$ cat src/rtl/brwin_pkg.sv
package brwin_pkg;
    localparam int ADDR_W    = 64;
    localparam int WIN_N     = 5;
    localparam int IO_GRAN   = 12;
    localparam int MEM_GRAN  = 20;
    localparam int IO_REG_W  = 8;
    localparam int MEM_REG_W = 16;
    localparam int IO_HI_W   = 16;
    localparam int PF_HI_W   = 32;
    localparam int NRANGE    = 6;

    // window code bit positions (one-hot output)
    localparam int W_IO    = 0;
    localparam int W_MEM   = 1;
    localparam int W_PREF  = 2;
    localparam int W_VGAM  = 3;
    localparam int W_VGAIO = 4;

    // comparator slots
    localparam int S_IO  = 0;
    localparam int S_MEM = 1;
    localparam int S_PF  = 2;
    localparam int S_VM  = 3;
    localparam int S_VI0 = 4;
    localparam int S_VI1 = 5;

    typedef logic [ADDR_W-1:0] addr_t;
    typedef logic [WIN_N-1:0]  win_t;

    localparam addr_t VGA_MEM_LO = 64'h0000_0000_000A_0000;
    localparam addr_t VGA_MEM_HI = 64'h0000_0000_000B_FFFF;
    localparam addr_t VGA_IO0_LO = 64'h0000_0000_0000_03B0;
    localparam addr_t VGA_IO0_HI = 64'h0000_0000_0000_03BB;
    localparam addr_t VGA_IO1_LO = 64'h0000_0000_0000_03C0;
    localparam addr_t VGA_IO1_HI = 64'h0000_0000_0000_03DF;
endpackage

$ cat src/rtl/brwin_io_bounds.sv
module brwin_io_bounds
    import brwin_pkg::*;
(
    input  logic [IO_REG_W-1:0] base_reg,
    input  logic [IO_REG_W-1:0] limit_reg,
    input  logic [IO_HI_W-1:0]  base_hi,
    input  logic [IO_HI_W-1:0]  limit_hi,
    output addr_t               lo,
    output addr_t               hi
);
    localparam int TOP = IO_GRAN + (IO_REG_W - 4);

    logic wide;
    logic unused_io_bits;

    assign wide           = base_reg[0];
    assign unused_io_bits = ^{base_reg[3:1], limit_reg[3:0]};

    always_comb begin
        lo = '0;
        hi = '0;
        hi[IO_GRAN-1:0]   = '1;
        lo[TOP-1:IO_GRAN] = base_reg[IO_REG_W-1:4];
        hi[TOP-1:IO_GRAN] = limit_reg[IO_REG_W-1:4];
        if (wide) begin
            lo[TOP+IO_HI_W-1:TOP] = base_hi;
            hi[TOP+IO_HI_W-1:TOP] = limit_hi;
        end
    end
endmodule

$ cat src/rtl/brwin_mem_bounds.sv
module brwin_mem_bounds
    import brwin_pkg::*;
#(
    parameter bit HAS_UPPER = 1'b0
) (
    input  logic [MEM_REG_W-1:0] base_reg,
    input  logic [MEM_REG_W-1:0] limit_reg,
    input  logic [PF_HI_W-1:0]   base_up,
    input  logic [PF_HI_W-1:0]   limit_up,
    output addr_t                lo,
    output addr_t                hi
);
    localparam int TOP = MEM_GRAN + (MEM_REG_W - 4);

    logic wide;
    logic unused_mem_bits;

    generate
        if (HAS_UPPER) begin : g_upper
            assign wide            = base_reg[0];
            assign unused_mem_bits = ^{base_reg[3:1], limit_reg[3:0]};
        end else begin : g_flat
            assign wide            = 1'b0;
            assign unused_mem_bits = ^{base_reg[3:0], limit_reg[3:0], base_up, limit_up};
        end
    endgenerate

    always_comb begin
        lo = '0;
        hi = '0;
        hi[MEM_GRAN-1:0]   = '1;
        lo[TOP-1:MEM_GRAN] = base_reg[MEM_REG_W-1:4];
        hi[TOP-1:MEM_GRAN] = limit_reg[MEM_REG_W-1:4];
        if (wide) begin
            lo[TOP+PF_HI_W-1:TOP] = base_up;
            hi[TOP+PF_HI_W-1:TOP] = limit_up;
        end
    end
endmodule

$ cat src/rtl/brwin_range_hit.sv
module brwin_range_hit #(
    parameter int W = 64
) (
    input  logic [W-1:0] addr,
    input  logic [W-1:0] lo,
    input  logic [W-1:0] hi,
    input  logic         en,
    output logic         hit
);
    // an inverted window (hi < lo) cannot satisfy both compares
    assign hit = en && (addr >= lo) && (addr <= hi);
endmodule

$ cat src/rtl/brwin_decoder.sv
module brwin_decoder
    import brwin_pkg::*;
(
    input  logic                 clk,
    input  logic                 rst_n,
    input  logic                 req_valid,
    input  logic                 req_is_io,
    input  logic [ADDR_W-1:0]    req_addr,
    input  logic                 cmd_io_en,
    input  logic                 cmd_mem_en,
    input  logic                 vga_en,
    input  logic [IO_REG_W-1:0]  io_base_reg,
    input  logic [IO_REG_W-1:0]  io_limit_reg,
    input  logic [IO_HI_W-1:0]   io_base_hi,
    input  logic [IO_HI_W-1:0]   io_limit_hi,
    input  logic [MEM_REG_W-1:0] mem_base_reg,
    input  logic [MEM_REG_W-1:0] mem_limit_reg,
    input  logic [MEM_REG_W-1:0] pf_base_reg,
    input  logic [MEM_REG_W-1:0] pf_limit_reg,
    input  logic [PF_HI_W-1:0]   pf_base_hi,
    input  logic [PF_HI_W-1:0]   pf_limit_hi,
    output logic                 hit_valid,
    output logic                 hit_claim,
    output logic [WIN_N-1:0]     hit_window
);
    addr_t io_lo, io_hi, mem_lo, mem_hi, pf_lo, pf_hi;
    addr_t rng_lo [NRANGE];
    addr_t rng_hi [NRANGE];
    logic [NRANGE-1:0] rng_en;
    logic [NRANGE-1:0] rng_hit;
    win_t win_nxt;

    brwin_io_bounds u_io (
        .base_reg (io_base_reg),
        .limit_reg(io_limit_reg),
        .base_hi  (io_base_hi),
        .limit_hi (io_limit_hi),
        .lo       (io_lo),
        .hi       (io_hi)
    );

    brwin_mem_bounds #(.HAS_UPPER(1'b0)) u_mem (
        .base_reg (mem_base_reg),
        .limit_reg(mem_limit_reg),
        .base_up  ('0),
        .limit_up ('0),
        .lo       (mem_lo),
        .hi       (mem_hi)
    );

    brwin_mem_bounds #(.HAS_UPPER(1'b1)) u_pf (
        .base_reg (pf_base_reg),
        .limit_reg(pf_limit_reg),
        .base_up  (pf_base_hi),
        .limit_up (pf_limit_hi),
        .lo       (pf_lo),
        .hi       (pf_hi)
    );

    always_comb begin
        rng_lo[S_IO]  = io_lo;       rng_hi[S_IO]  = io_hi;
        rng_lo[S_MEM] = mem_lo;      rng_hi[S_MEM] = mem_hi;
        rng_lo[S_PF]  = pf_lo;       rng_hi[S_PF]  = pf_hi;
        rng_lo[S_VM]  = VGA_MEM_LO;  rng_hi[S_VM]  = VGA_MEM_HI;
        rng_lo[S_VI0] = VGA_IO0_LO;  rng_hi[S_VI0] = VGA_IO0_HI;
        rng_lo[S_VI1] = VGA_IO1_LO;  rng_hi[S_VI1] = VGA_IO1_HI;

        rng_en[S_IO]  = cmd_io_en  &&  req_is_io;
        rng_en[S_MEM] = cmd_mem_en && !req_is_io;
        rng_en[S_PF]  = cmd_mem_en && !req_is_io;
        rng_en[S_VM]  = vga_en     && !req_is_io;
        rng_en[S_VI0] = vga_en     &&  req_is_io;
        rng_en[S_VI1] = vga_en     &&  req_is_io;
    end

    generate
        for (genvar g = 0; g < NRANGE; g++) begin : g_rng
            brwin_range_hit #(.W(ADDR_W)) u_hit (
                .addr(req_addr),
                .lo  (rng_lo[g]),
                .hi  (rng_hi[g]),
                .en  (rng_en[g]),
                .hit (rng_hit[g])
            );
        end
    endgenerate

    // priority select: prefetchable > memory > display memory; io > display io
    always_comb begin
        win_nxt = '0;
        if (req_is_io) begin
            if (rng_hit[S_IO])
                win_nxt[W_IO] = 1'b1;
            else if (rng_hit[S_VI0] || rng_hit[S_VI1])
                win_nxt[W_VGAIO] = 1'b1;
        end else begin
            if (rng_hit[S_PF])
                win_nxt[W_PREF] = 1'b1;
            else if (rng_hit[S_MEM])
                win_nxt[W_MEM] = 1'b1;
            else if (rng_hit[S_VM])
                win_nxt[W_VGAM] = 1'b1;
        end
    end

    always_ff @(posedge clk) begin
        if (!rst_n) begin
            hit_valid  <= 1'b0;
            hit_claim  <= 1'b0;
            hit_window <= '0;
        end else begin
            hit_valid  <= req_valid;
            hit_claim  <= req_valid && (win_nxt != '0);
            hit_window <= req_valid ? win_nxt : '0;
        end
    end
endmodule

$ cat config.mk
export PLATFORM = sky130hd
export DESIGN_NAME = brwin_decoder
export DESIGN_NICKNAME = d
export VERILOG_FILES = /design/src/rtl/brwin_pkg.sv /design/src/rtl/brwin_io_bounds.sv /design/src/rtl/brwin_mem_bounds.sv /design/src/rtl/brwin_range_hit.sv /design/src/rtl/brwin_decoder.sv
export SDC_FILE = /design/constraint.sdc
export NUM_CORES = 1
export LEC_CHECK = 0
export BUFFER_PORTS_ARGS = -buffer_cell sky130_fd_sc_hd__buf_2
export CAP_MARGIN = 25
export CORE_AREA = 2 2 100 102
export CTS_CLUSTER_SIZE = 16
export DETAILED_ROUTE_END_ITERATION = 8
export DIE_AREA = 0 0 102 104
export GPL_TIMING_DRIVEN = 0
export PLACE_DENSITY = 0.84
export SLEW_MARGIN = 20
export SYNTH_ARGS = -nofsm -noshare
export SYNTH_HDL_FRONTEND = slang
export SYNTH_SLANG_ARGS = --single-unit
$ cat constraint.sdc
create_clock -name clk -period 5.6 [get_ports clk]
set_input_delay 0.56 -clock clk [delete_from_list [all_inputs] [get_ports clk]]
set_output_delay 0.56 -clock clk [all_outputs]
set_load 0.05 [all_outputs]
# --- Word level (Yosys, flattened, before mapping) ---
# Index checks and enable logic that the tools add are counted.
classes:
  magnitude_cmp: 12
  n_mux: 16
  reduce_logical: 21
ops:
  columns: ["op", "count"]
  rows:
  - ["$ge 64x10->1 const B", 2]
  - ["$ge 64x32->1", 2]
  - ["$le 64x10->1 const B", 2]
  - ["$le 64x32->1", 2]
  - ["$ge 64x20->1 const B", 1]
  - ["$ge 64x64->1", 1]
  - ["$le 64x20->1 const B", 1]
  - ["$le 64x64->1", 1]
  - ["$mux 32", 2]
  - ["$mux 16", 2]
  - ["$logic_and 1x1->1", 17]
  - ["$mux 1", 11]
  - ["$reduce_bool 5->1", 1]
  - ["$mux 3", 1]
  - ["$reduce_and 2->1", 1]
  - ["$logic_not 1->1", 1]
  - ["$logic_or 1x1->1", 1]
totals:
  register_bits: 7
  in_bits: 247
  output_inout_bits: 7
  wordCells: 52

# --- Longest topological paths before layout ---
# Gate-level depths: netlist of run 1.
depth:
  depth_word: 10
  depth_mapped: 11
  mapped_depth_nobuf: 9

# --- By module ---
# A second synthesis of run 1 with hierarchy kept.
unflattened:
  hier_cells: 3191
  hier_area_um2: 22539.1
modules_own_cells:
  columns: ["mod", "instances", "cells_each", "area_per_inst_um2", "seq_area_each_um2"]
  rows:
  - ["brwin_range_hit", 6, 461, 3218.1, 0.0]
  - ["brwin_mem_bounds at u_pf", 1, 136, 998.5, 0.0]
  - ["brwin_io_bounds", 1, 133, 983.4, 0.0]
  - ["brwin_mem_bounds at u_mem", 1, 130, 968.4, 0.0]
  - ["brwin_decoder", 1, 26, 280.3, 140.1]

# --- Worst setup path after synthesis of run 1 ---
# Ideal clock, no wire load.
synth_timing:
  path_kind: "input to register"
  start: "input pf_base_reg[0]"
  end: "register hit_window[3]"
  setup_time_ns: 0.114
  t_arrival_ns: 2.784
  t_required_ns: 5.486
  slack_ns: 2.702
  cell_stages: 10
  n_path_buf: 2
  cell_sequence: "clkbuf_1 -> clkbuf_1 -> nand2_1 -> ha_1 -> a21o_1 -> a21o_1 -> a2111oi_0 -> a2bb2oi_1 -> a21oi_1 -> a2111oi_0"
synth_via:
  elab_chain_cells: 6
  word_cells_on_any_way: 8
  classes_between: "order compare (2); mux (4); reduce/logical (2)"
synth_lines:
  columns: ["element", "line", "rtl"]
  rows:
  - ["start: declaration", "brwin_decoder.sv:18", "input logic [MEM_REG_W-1:0] pf_base_reg,"]
  - ["$mux 32", "brwin_mem_bounds.sv:34", "if (wide) begin"]
  - ["$ge 64x64->1", "brwin_range_hit.sv:11", "assign hit = en && (addr >= lo) && (addr <= hi);"]
  - ["$logic_and 1x1->1", "brwin_range_hit.sv:11", null]
  - ["$logic_and 1x1->1 *", "brwin_range_hit.sv:11", null]
  - ["$mux 1 *", "brwin_decoder.sv:97", "if (rng_hit[S_PF])"]
  - ["$mux 3 *", "brwin_decoder.sv:91", "if (req_is_io) begin"]
  - ["end signal: assignment", "brwin_decoder.sv:114", "hit_window <= req_valid ? win_nxt : '0;"]
  - ["end: declaration", "brwin_decoder.sv:24", "output logic [WIN_N-1:0] hit_window"]
# Mark *: on every way between the ends. The rest lies on a longest branch, timed or not.
# A chain may end at the register's enable or synchronous reset.

# --- Worst setup path in the final report of run 1 ---
# Ends and elaborated chain as after synthesis.

==> reports/qor.txt, run 1 <==
End of the critical path -> hit_window[3]
Status -> complete, no violations
Final Hold Viols -> 0
DIE AREA -> 10600 um^2
Post-route ant nets -> 0
Leak -> 3.15 nW
Grt total ovfl -> 0
First-pass GRT wire length -> 22700 um
Required time of the critical path -> 5.68 ns
Layout area overhead -> 31.2%
Power Density -> 87.2 nW/um^2
Largest net degree at the start of global routing -> 11
Mapped Cells -> 621
Avg WL per Cell -> 14.5 um
Hold Path Class -> input port to flop
Final setup vio count -> 0
Routed vias/inst -> 5.45
Dominant cells by area after synthesis -> ha_1, nand2_1, a21oi_1
Vias in the first global route -> 5113
GP Congestion -> 0.899
Crit end category -> flop
CP peak stage delay -> 0.46 ns
TritonCTS Sinks -> 7
Final setup TNS -> 0 ns
Post-synthesis net count -> 1020
Multi-input gate area -> 3970 um^2
Post-synthesis sequential area ratio -> 0.0321
Via Count -> 5388
Critical Path Fanout Max -> 10
Number of I/O pins -> 254
Yosys Warn Count -> 0
Initial antenna violation count -> 0
Post-synthesis cell area -> 4370 um^2
HPWL after DPL -> 12900 um
Pwr Total -> 0.500 mW
Routed Wire Length -> 14300 um
CTS tree -> done
Post-synth top area cell -> ha_1
Register area -> 140 um^2
DIE WIDTH -> 102 um
# fillers -> 927
Primary flip-flop cell chosen by synthesis mapping -> dfxtp_1
Chip Height -> 104 um
PostCTS Resize Cnt -> 0
Clk slew on worst S/H paths -> 0.04 ns
GRT Resource Usage Total -> 0.260
# hold bufs at CTS -> 0
CP Class -> input port to flop
Share of cells above drive strength 1 -> 0.277
Total core area -> 9550 um^2
Crit path time final -> 3.53 ns
EDFF count, synth -> 0
Yosys top cell area share -> 0.435
Initial Util -> 0.457
CP Cell Sequence -> clkbuf_1 > clkbuf_1 > nand2_1 > ha_1 > nand4_1 > nor4_2 > nand3_1 > o21ai_0 > a211oi_1 > a21o_1 > a2111oi_0
Number of synthesized register bits -> 7
Critical Path Source Type -> input port
# nets final -> 1255
Antenna fix cells -> 0
Root Driver -> clkbuf_8
CTS Buf Count -> 3
Drt drc -> 0
Unrepaired setup endpoints after global routing -> false
Fmax -> 283 MHz
Slew Limit Fails -> 0
CP max-delay cell -> clkbuf_1
First drt pass iteration count -> 4
H-tree depth -> 1
Arrival @ worst endpoint -> 3.61 ns
Site Rows -> 36
CTS Buffer Depth -> 2
Syn avg cell area -> 7.03 um^2
Crit path top cell by count -> clkbuf_1
DRC marker count from the first detailed-route iteration -> 132
Maximum VDD drop -> 0.0729 mV
Worst Tran Pin Value -> 0.658 ns
Max_slew headroom -> 0.557
Synth unique cells -> 44
Fraction of registers with async set/reset -> 0
# port buffers -> 230
Worst Setup SP -> pf_base_reg[0]
Fin crit share -> 0.630
Post-CTS setup buffers -> 0
Max-Cap Viols -> 0
## logic make-up after synthesis
group                      synth area share
and+or+nand+nor                       0.289
adders and majority gates             0.435
AOI/OAI and AO/OA                     0.184
buffers and inverters                0.0593
DFF                                  0.0321
## registers in the layout (all words and copies together), names as in the netlist
| register | count |
|---|---|
| hit_window | 5 |
| hit_valid | 1 |
| hit_claim | 1 |
## cells in the mapped netlist (2+ instances only)
cell	n
or3_1	2
buf_1	4
o21a_1	4
a211oi_1	11
ha_1	152
nand2b_1	2
and4_1	4
nor2_1	17
o21ai_0	20
nor3_1	13
and2_1	3
nand3_1	17
nand4_1	39
and3_1	3
inv_1	59
dfxtp_1	7
nor2b_1	4
a21oi_1	56
or4_1	2
nand2_1	135
o41ai_1	2
clkbuf_1	6
a21o_1	16
a2111oi_0	2
a221oi_1	4
nor4_1	17
a2bb2oi_1	2
o211ai_1	2
## area by class of cell
type	count	area share
flip-flops and latches	7	0.0245
plain buffers	10	0.00655
repair buffers	230	0.201
multi-input cells	545	0.693
inverters	59	0.0386
clock buffers	4	0.00786
well taps	133	0.0290
## worst min path at each step
stage                     cells after the start             to          from
after floorplan                               2  hit_window[3]  req_addr[19]
after global placement                        3      hit_valid     req_valid
after detailed placement                      3      hit_valid     req_valid
after CTS                                     3      hit_valid     req_valid
after global routing                          3      hit_valid     req_valid
final                                         3      hit_valid     req_valid
## critical path, delay by kind of cell
kind            cells  cell delay (ns)
simple gates        4             0.95
compound gates      4             0.89
buf+inv             2             0.86
fa+ha+maj           1             0.34
## stage by stage
stage	hold slack [ns]	util	cells	setup WS, ns	area [um^2]
2_1_floorplan	0.725	-	621	2.70	4370
3_3_place_gp	0.877	0.595	984	1.92	5690
3_5_place_dp	0.884	0.595	984	1.93	5690
4_1_cts	0.659	0.600	988	2.05	5730
5_1_grt	0.682	0.600	988	1.79	5730
6_report	0.658	0.600	988	2.07	5730
## placed cells by master (no fill, tap or decap), types with 3 or more instances in the layout
cell / synthesis / routed
buf_2: 0 / 230
ha_1: 152 / 152
nand2_1: 135 / 135
inv_1: 59 / 59
a21oi_1: 56 / 56
nand4_1: 39 / 39
o21ai_0: 20 / 20
nand3_1: 17 / 17
nor2_1: 17 / 17
nor4_1: 17 / 17
a21o_1: 16 / 16
nor3_1: 13 / 13
a211oi_1: 11 / 11
clkbuf_1: 6 / 7
dfxtp_1: 7 / 7
buf_1: 4 / 4
and4_1: 4 / 4
a221oi_1: 4 / 4
nor2b_1: 4 / 4
o21a_1: 4 / 4
and2_1: 3 / 3
and3_1: 3 / 3
clkbuf_8: 0 / 3
## report_power, final
part / internal (mW) / switching [mW] / leakage, nW / total [mW]
clock network: 0.0491 / 0.0203 / 0.0228 / 0.0694
logic: 0.177 / 0.203 / 3.07 / 0.379
registers: 0.0507 / 0.000153 / 0.0567 / 0.0509
## per-layer routing
layer  vias up  routed length, um  part of all wire  GRT usage
met5         -                  0                 0          0
met4         0                356             0.025     0.0686
met3        30               1080             0.076     0.0329
met2       216               6860              0.48      0.480
met1      2364               5980              0.42      0.308
li1       2778                  -                 -          -
Note: power is estimated with default switching activity, not from simulation.
==> inputs of run 2 (changes only) <==
CORE_AREA = not set   (was 2 2 100 102)
CORE_UTILIZATION = 46   (was not set)
DIE_AREA = not set   (was 0 0 102 104)
clock period = 3.35 ns   (was 5.6 ns; I/O delays follow)
==> run 2 against run 1 <==
Compared with the run above: global-route usage up 2.3 points; clock-buffer cell count unchanged; largest cell class unchanged; wire length down 0.32%; core utilization up 2.0 points; worst setup slack worse by 1.7 ns; critical endpoint unchanged; clock power up 64%; critical path type unchanged; flip-flop and latch count unchanged; sequential share of layout area about the same; worst hold slack worse by 0.21 ns; sequential power up 67%; combinational power up 69%.
==> reports/qor.txt, run 2 (same netlist as run 1, synthesis figures left out) <==
DIE WIDTH -> 99.4 um (-2.5%)
Crit end category -> flop
Final Instance Area -> 5730 um^2 (about the same)
Most common cell after layout, fill and taps aside -> buf_2
Clk slew on worst S/H paths -> 0.04 ns (about the same)
Max-Cap Viols -> 0 (unchanged)
Avg WL per Cell -> 14.5 um (about the same)
Fin crit share -> 0.878
Min Hold Slack -> 0.449 ns (-0.210 ns)
Most flops, register -> hit_window
Fmax -> 340 MHz
Root Driver -> clkbuf_8
# fillers -> 875 (-5.6%)
Layout area overhead -> 31.2% (about the same)
Pwr Total -> 0.838 mW (+68%)
Max_slew headroom -> 0.554 (-0.00327)
Antenna fix cells -> 0 (unchanged)
Most frequent cells in the layout -> buf_2, ha_1, nand2_1
Final Hold Viols -> 0 (unchanged)
Multi-input gate area -> 3970 um^2 (unchanged)
# nets final -> 1255 (unchanged)
Total core area -> 9240 um^2 (-3.2%)
Required time of the critical path -> 3.44 ns (-2.24 ns)
Critical Path Fanout Max -> 10 (unchanged)
Chip Height -> 99.4 um (-4.4%)
Power Density -> 146 nW/um^2 (+68%)
Worst Tran Pin Value -> 0.660 ns (+0.00258 ns)
Number of I/O pins -> 254 (unchanged)
Slew Limit Fails -> 0 (unchanged)
Unrepaired setup endpoints after global routing -> false
Hold Crit Start -> req_valid
Post-CTS setup buffers -> 0 (unchanged)
Grt total ovfl -> 0 (unchanged)
Crit path time final -> 2.94 ns
TritonCTS Sinks -> 7 (unchanged)
Largest regs -> hit_window: 5 flops, hit_claim: 1 flops, hit_valid: 1 flops
Leak -> 3.16 nW (+0.28%)
Maximum VDD drop -> 0.0888 mV (+22%)
Arrival @ worst endpoint -> 3.03 ns (-0.58 ns)
Vias in the first global route -> 5094 (-0.37%)
DP Worst Slack -> -0.147 ns (-2.07 ns)
CP Class -> input port to flop
Routed Wire Length -> 14200 um (-0.32%)
DIE AREA -> 9890 um^2 (-6.8%)
CTS Buffer Depth -> 2 (unchanged)
Via Count -> 5380 (-0.15%)
Share of cells above drive strength 1 -> 0.281 (+0.00351)
Site Rows -> 35 (-2.8%)
Post-route ant nets -> 0 (unchanged)
Max reg flops -> 5 (unchanged)
Initial antenna violation count -> 0 (unchanged)
Critical Path Source Type -> input port
# port buffers -> 230 (unchanged)
Final WS setup -> 0.410 ns (-1.66 ns)
Cell count of the worst hold path -> 3 (unchanged)
Final setup vio count -> 0 (unchanged)
HPWL after DPL -> 12600 um (-2.3%)
Min-Delay Endpoint -> hit_valid
Initial Util -> 0.473 (+0.0153)
CTS Buf Count -> 3 (unchanged)
H-tree depth -> 1 (unchanged)
Status -> complete, no violations
Drt drc -> 0 (unchanged)
Largest net degree at the start of global routing -> 11 (unchanged)
DRC marker count from the first detailed-route iteration -> 167 (+27%)
Routed vias/inst -> 5.47 (+0.26%)
Hold Path Class -> input port to flop
GRT Resource Usage Total -> 0.283 (+0.0228)
First-pass GRT wire length -> 22700 um (about the same)
First drt pass iteration count -> 4 (unchanged)
Register area -> 140 um^2 (unchanged)
CTS tree -> done
Placed Area -> 5680 um^2 (about the same)
Final setup TNS -> 0 ns (unchanged)
GP Congestion -> 0.924 (+2.8%)
[run 2: cell types whose count changed in the layout (fill, tap and decap cells not counted), sizes merged]
cell and change:
clkbuf +1, buf -1
[run 2: through the flow]
step                cells   util
finish                984  0.620
global route          984  0.620
CTS                   984  0.620
detailed placement    980  0.615
global placement      980  0.615
floorplan             621      -
[run 2: area by class of cell]
class                   instances  area share
clock buffers                   4     0.00786
flip-flops and latches          7      0.0245
multi-input cells             545       0.693
inverters                      59      0.0387
repair buffers                230       0.201
plain buffers                  10     0.00721
well taps                     129      0.0282
[run 2: layer usage]
metal  vias to the layer above  routed length, um  part of all wire  global-route usage
li1                       2770                  -                 -                   -
met1                      2366               6430              0.45               0.362
met2                       206               6450              0.45               0.487
met3                        38                911             0.064              0.0295
met4                         0                440             0.031               0.107
met5                         -                  0                 0                   0
[run 2: worst max-delay path by stage]
stage	start	endpoint	depth (start not counted)
6_report	pf_base_reg[0]	hit_window[3]	10
4_1_cts	pf_base_reg[0]	hit_window[3]	11
3_3_place_gp	pf_base_reg[0]	hit_window[3]	11
3_5_place_dp	pf_base_reg[0]	hit_window[3]	11
5_1_grt	pf_base_reg[0]	hit_window[3]	11
2_1_floorplan	pf_base_reg[0]	hit_window[3]	10
[run 2: power breakdown]
| part | switching (mW) | total [mW] | internal, mW |
|---|---|---|---|
| Clock | 0.0324 | 0.114 | 0.0820 |
| Combinational | 0.343 | 0.639 | 0.297 |
| Sequential | 0.000232 | 0.0850 | 0.0848 |
| Total | 0.375 | 0.838 | 0.463 |
[run 2: worst max-delay path, cell delays in order]
cell	delay [ns]
clkbuf_2	0.24
buf_1	0.44
nand2_1	0.11
ha_1	0.34
a21oi_1	0.16
a211oi_1	0.09
a2111oi_0	0.41
a2bb2oi_1	0.31
a21oi_1	0.14
a2111oi_0	0.44
[run 2: repair_timing]
action                                  in CTS  in global routing
resized for setup                            0                  5
endpoints found under the setup margin       0                  3
hold buffers                                 0                  0
==> inputs of run 3 (changes only) <==
ABC_AREA = 1   (was not set)
CORE_UTILIZATION = 48   (was 46)
==> run 3 against run 2 <==
Compared with the run above: core utilization up 1.5 points; critical endpoint is now hit_window[1]; area after synthesis up 11%; power up 3.5%; die area up 6.1%; non-clock buffer count unchanged; design area up 8.4%.
==> reports/qor.txt, run 3 <==
Number of synthesized register bits -> 7 (unchanged)
Max_slew headroom -> 0.635 (+0.0808)
Cell count of the worst hold path -> 3 (unchanged)
Final Hold Viols -> 0 (unchanged)
Min Hold Slack -> 0.435 ns (-0.0134 ns)
GP Congestion -> 0.924 (about the same)
Sequential power share -> 0.098 (-0.003)
Psw -> 0.400 mW (+6.6%)
Fraction of registers with async set/reset -> 0 (unchanged)
Global route hottest layer -> met2
Post-CTS setup buffers -> 0 (unchanged)
Routed Wire Length -> 14000 um (-1.8%)
Vias in the first global route -> 5205 (+2.2%)
Number of I/O pins -> 254 (unchanged)
Routed vias/inst -> 4.93 (-9.8%)
Initial antenna violation count -> 1 (+1)
Fin cells -> 1189 (+21%)
Power Density -> 140 nW/um^2 (-4.5%)
M1 GR Usage -> 0.324 (-0.0380)
PostCTS Resize Cnt -> 0 (unchanged)
Met3 usage -> 0.0280 (-0.00147)
# hold bufs at CTS -> 0 (unchanged)
Largest net degree at the start of global routing -> 11 (unchanged)
Dominant cells by area after synthesis -> ha_1, nand2_1, inv_1
Critical Path Fanout Max -> 10 (unchanged)
DIE AREA -> 10500 um^2 (+6.1%)
Avg WL per Cell -> 11.8 um (-19%)
Post-synthesis cell area -> 4840 um^2 (+11%)
Min-Delay Endpoint -> hit_window[3]
Status -> complete, no violations
Part of the power in the clock network -> 0.134 (-0.002)
Maximum VDD drop -> 0.0968 mV (+8.9%)
Hold Crit Start -> req_valid
Drt drc -> 0 (unchanged)
Leak -> 3.68 nW (+17%)
Final setup vio count -> 0 (unchanged)
Via Count -> 5864 (+9.0%)
CP max-delay cell -> buf_1
DRC marker count from the first detailed-route iteration -> 154 (-7.8%)
Post-synthesis net count -> 1220 (+20%)
Crit end category -> flop
Final Instance Area -> 6210 um^2 (+8.4%)
Chip Height -> 102 um (+3.0%)
Fin crit share -> 0.801 (-0.0764)
Fmax -> 373 MHz (+9.5%)
Crit path time final -> 2.68 ns (-0.256 ns)
# port buffers -> 230 (unchanged)
EDFF count, synth -> 0 (unchanged)
Placed Area -> 6160 um^2 (+8.5%)
Layout area overhead -> 28.2%
Critical Path Source Type -> input port
CP Cell Sequence -> clkbuf_1 > buf_1 > nand2_1 > ha_1 > nand2_1 > nor2_1 > nand2_1 > nor2_1 > nand2_1 > nor2_1 > nand2_1 > nand3_1 > nor2_1 > nor2_1 > and2_1 > nor3_1
Most flops, register -> hit_window
Root Driver -> clkbuf_8
Mapped Cells -> 821 (+32%)
TritonCTS Sinks -> 7 (unchanged)
Arrival @ worst endpoint -> 2.79 ns (-0.24 ns)
M2 GR Usage -> 0.470 (-0.0174)
Post-synth top area cell -> ha_1
Comb pwr share -> 0.768 (+0.006)
Grt total ovfl -> 0 (unchanged)
# nets final -> 1455 (+16%)
Site Rows -> 36 (+2.9%)
Clk slew on worst S/H paths -> 0.04 ns (about the same)
Most frequent cells in the layout -> nand2_1, buf_2, ha_1
H-tree depth -> 1 (unchanged)
Largest regs -> hit_window: 5 flops, hit_claim: 1 flops, hit_valid: 1 flops
CTS Buf Count -> 3 (unchanged)
Syn avg cell area -> 5.90 um^2 (-16%)
Switching share of power -> 0.461 (+0.0133)
Yosys Warn Count -> 0 (unchanged)
DIE WIDTH -> 102 um (+3.0%)
Synth unique cells -> 28 (-36%)
Cell-internal power -> 0.468 mW (+1.0%)
Max reg flops -> 5 (unchanged)
Worst Tran Pin Value -> 0.548 ns (-0.113 ns)
Most common cell after layout, fill and taps aside -> nand2_1
CP peak stage delay -> 0.49 ns (+0.05 ns)
Register area -> 140 um^2 (unchanged)
Synth top cells by count -> nand2_1, ha_1, inv_1, nor2_1, a21oi_1
Unrepaired setup endpoints after global routing -> false
Hold Path Class -> input port to flop
HPWL after DPL -> 12800 um (+1.4%)
Yosys top cell area share -> 0.393 (-0.0427)
Required time of the critical path -> 3.46 ns (+0.02 ns)
Final WS setup -> 0.666 ns (+0.256 ns)
CTS Buffer Depth -> 2 (unchanged)
Final setup TNS -> 0 ns (unchanged)
First drt pass iteration count -> 4 (unchanged)
DP Worst Slack -> 0.483 ns (+0.630 ns)
Placed insts -> 1184 (+21%)
Slew Limit Fails -> 0 (unchanged)
Post-route ant nets -> 0 (unchanged)
Post-synthesis sequential area ratio -> 0.0289 (-0.00315)
Multi-input gate area -> 4270 um^2 (+7.5%)
Most frequent cell after synthesis -> nand2_1
Primary flip-flop cell chosen by synthesis mapping -> dfxtp_1
CTS tree -> done
Max-Cap Viols -> 0 (unchanged)
GRT Resource Usage Total -> 0.260 (-0.0228)
Total core area -> 9770 um^2 (+5.8%)
First-pass GRT wire length -> 22100 um (-2.6%)
CP Class -> input port to flop
Initial Util -> 0.496 (+0.0228)
Share of cells above drive strength 1 -> 0.229 (-0.0513)
# fillers -> 956 (+9.3%)
[run 3: how the worst max path moves through the flow]
| stage | cells past startpoint | from | end |
|---|---|---|---|
| after floorplan | 16 | pf_base_reg[0] | hit_window[1] |
| after global placement | 16 | pf_base_reg[0] | hit_window[1] |
| after detailed placement | 16 | pf_base_reg[0] | hit_window[1] |
| after CTS | 16 | pf_base_reg[0] | hit_window[1] |
| after global routing | 18 | pf_base_reg[0] | hit_claim |
| final | 16 | pf_base_reg[0] | hit_window[1] |
[run 3: per-stage QoR]
| step | power [mW] | utilization |
|---|---|---|
| after CTS | 0.873 | 0.635 |
| final | 0.868 | 0.635 |
| after detailed placement | 0.749 | 0.630 |
| after floorplan | 0.482 | - |
| after global placement | 0.732 | 0.630 |
| after global routing | 0.988 | 0.635 |
[run 3: per-layer routing]
| layer | up-vias | wire (um) |
|---|---|---|
| met3 | 24 | 751 |
| met4 | 0 | 333 |
| met2 | 182 | 6550 |
| met1 | 2500 | 6350 |
| met5 | - | 0 |
| li1 | 3158 | - |
[run 3: cells by family (layout without fill, tap and decap cells)]
logic type / Yosys count / after routing / synth area share
other cells: 0 / 1 / 0
flops: 7 / 7 / 0.0289
compound gates: 95 / 95 / 0.107
fa+ha+maj: 152 / 152 / 0.393
simple gates: 451 / 451 / 0.381
buf+inv: 116 / 350 / 0.0899
[run 3: worst max-delay path, delay by kind of cell]
kind                     cells  cell delay, ns
AND/OR/NAND/NOR             13            1.27
buffers and inverters        2            0.85
adder cells (fa/ha/maj)      1            0.32
[run 3: area by class of cell]
type,count,share of cell area
buffer,10,0.00605
antenna,1,0.000403
sequential,7,0.0226
clock buffer,4,0.00726
timing repair buffer,230,0.185
inverter,106,0.0641
tap,133,0.0268
multi-input combinational,698,0.687
[run 3: power by group through the flow]
stage | registers (mW) | clock network, mW | logic (mW)
after CTS | 0.0850 | 0.121 | 0.667
after global placement | 0.0863 | 0 | 0.646
final | 0.0850 | 0.117 | 0.667
after global routing | 0.0850 | 0.126 | 0.776
after floorplan | 0.0899 | 0 | 0.392
after detailed placement | 0.0863 | 0 | 0.663
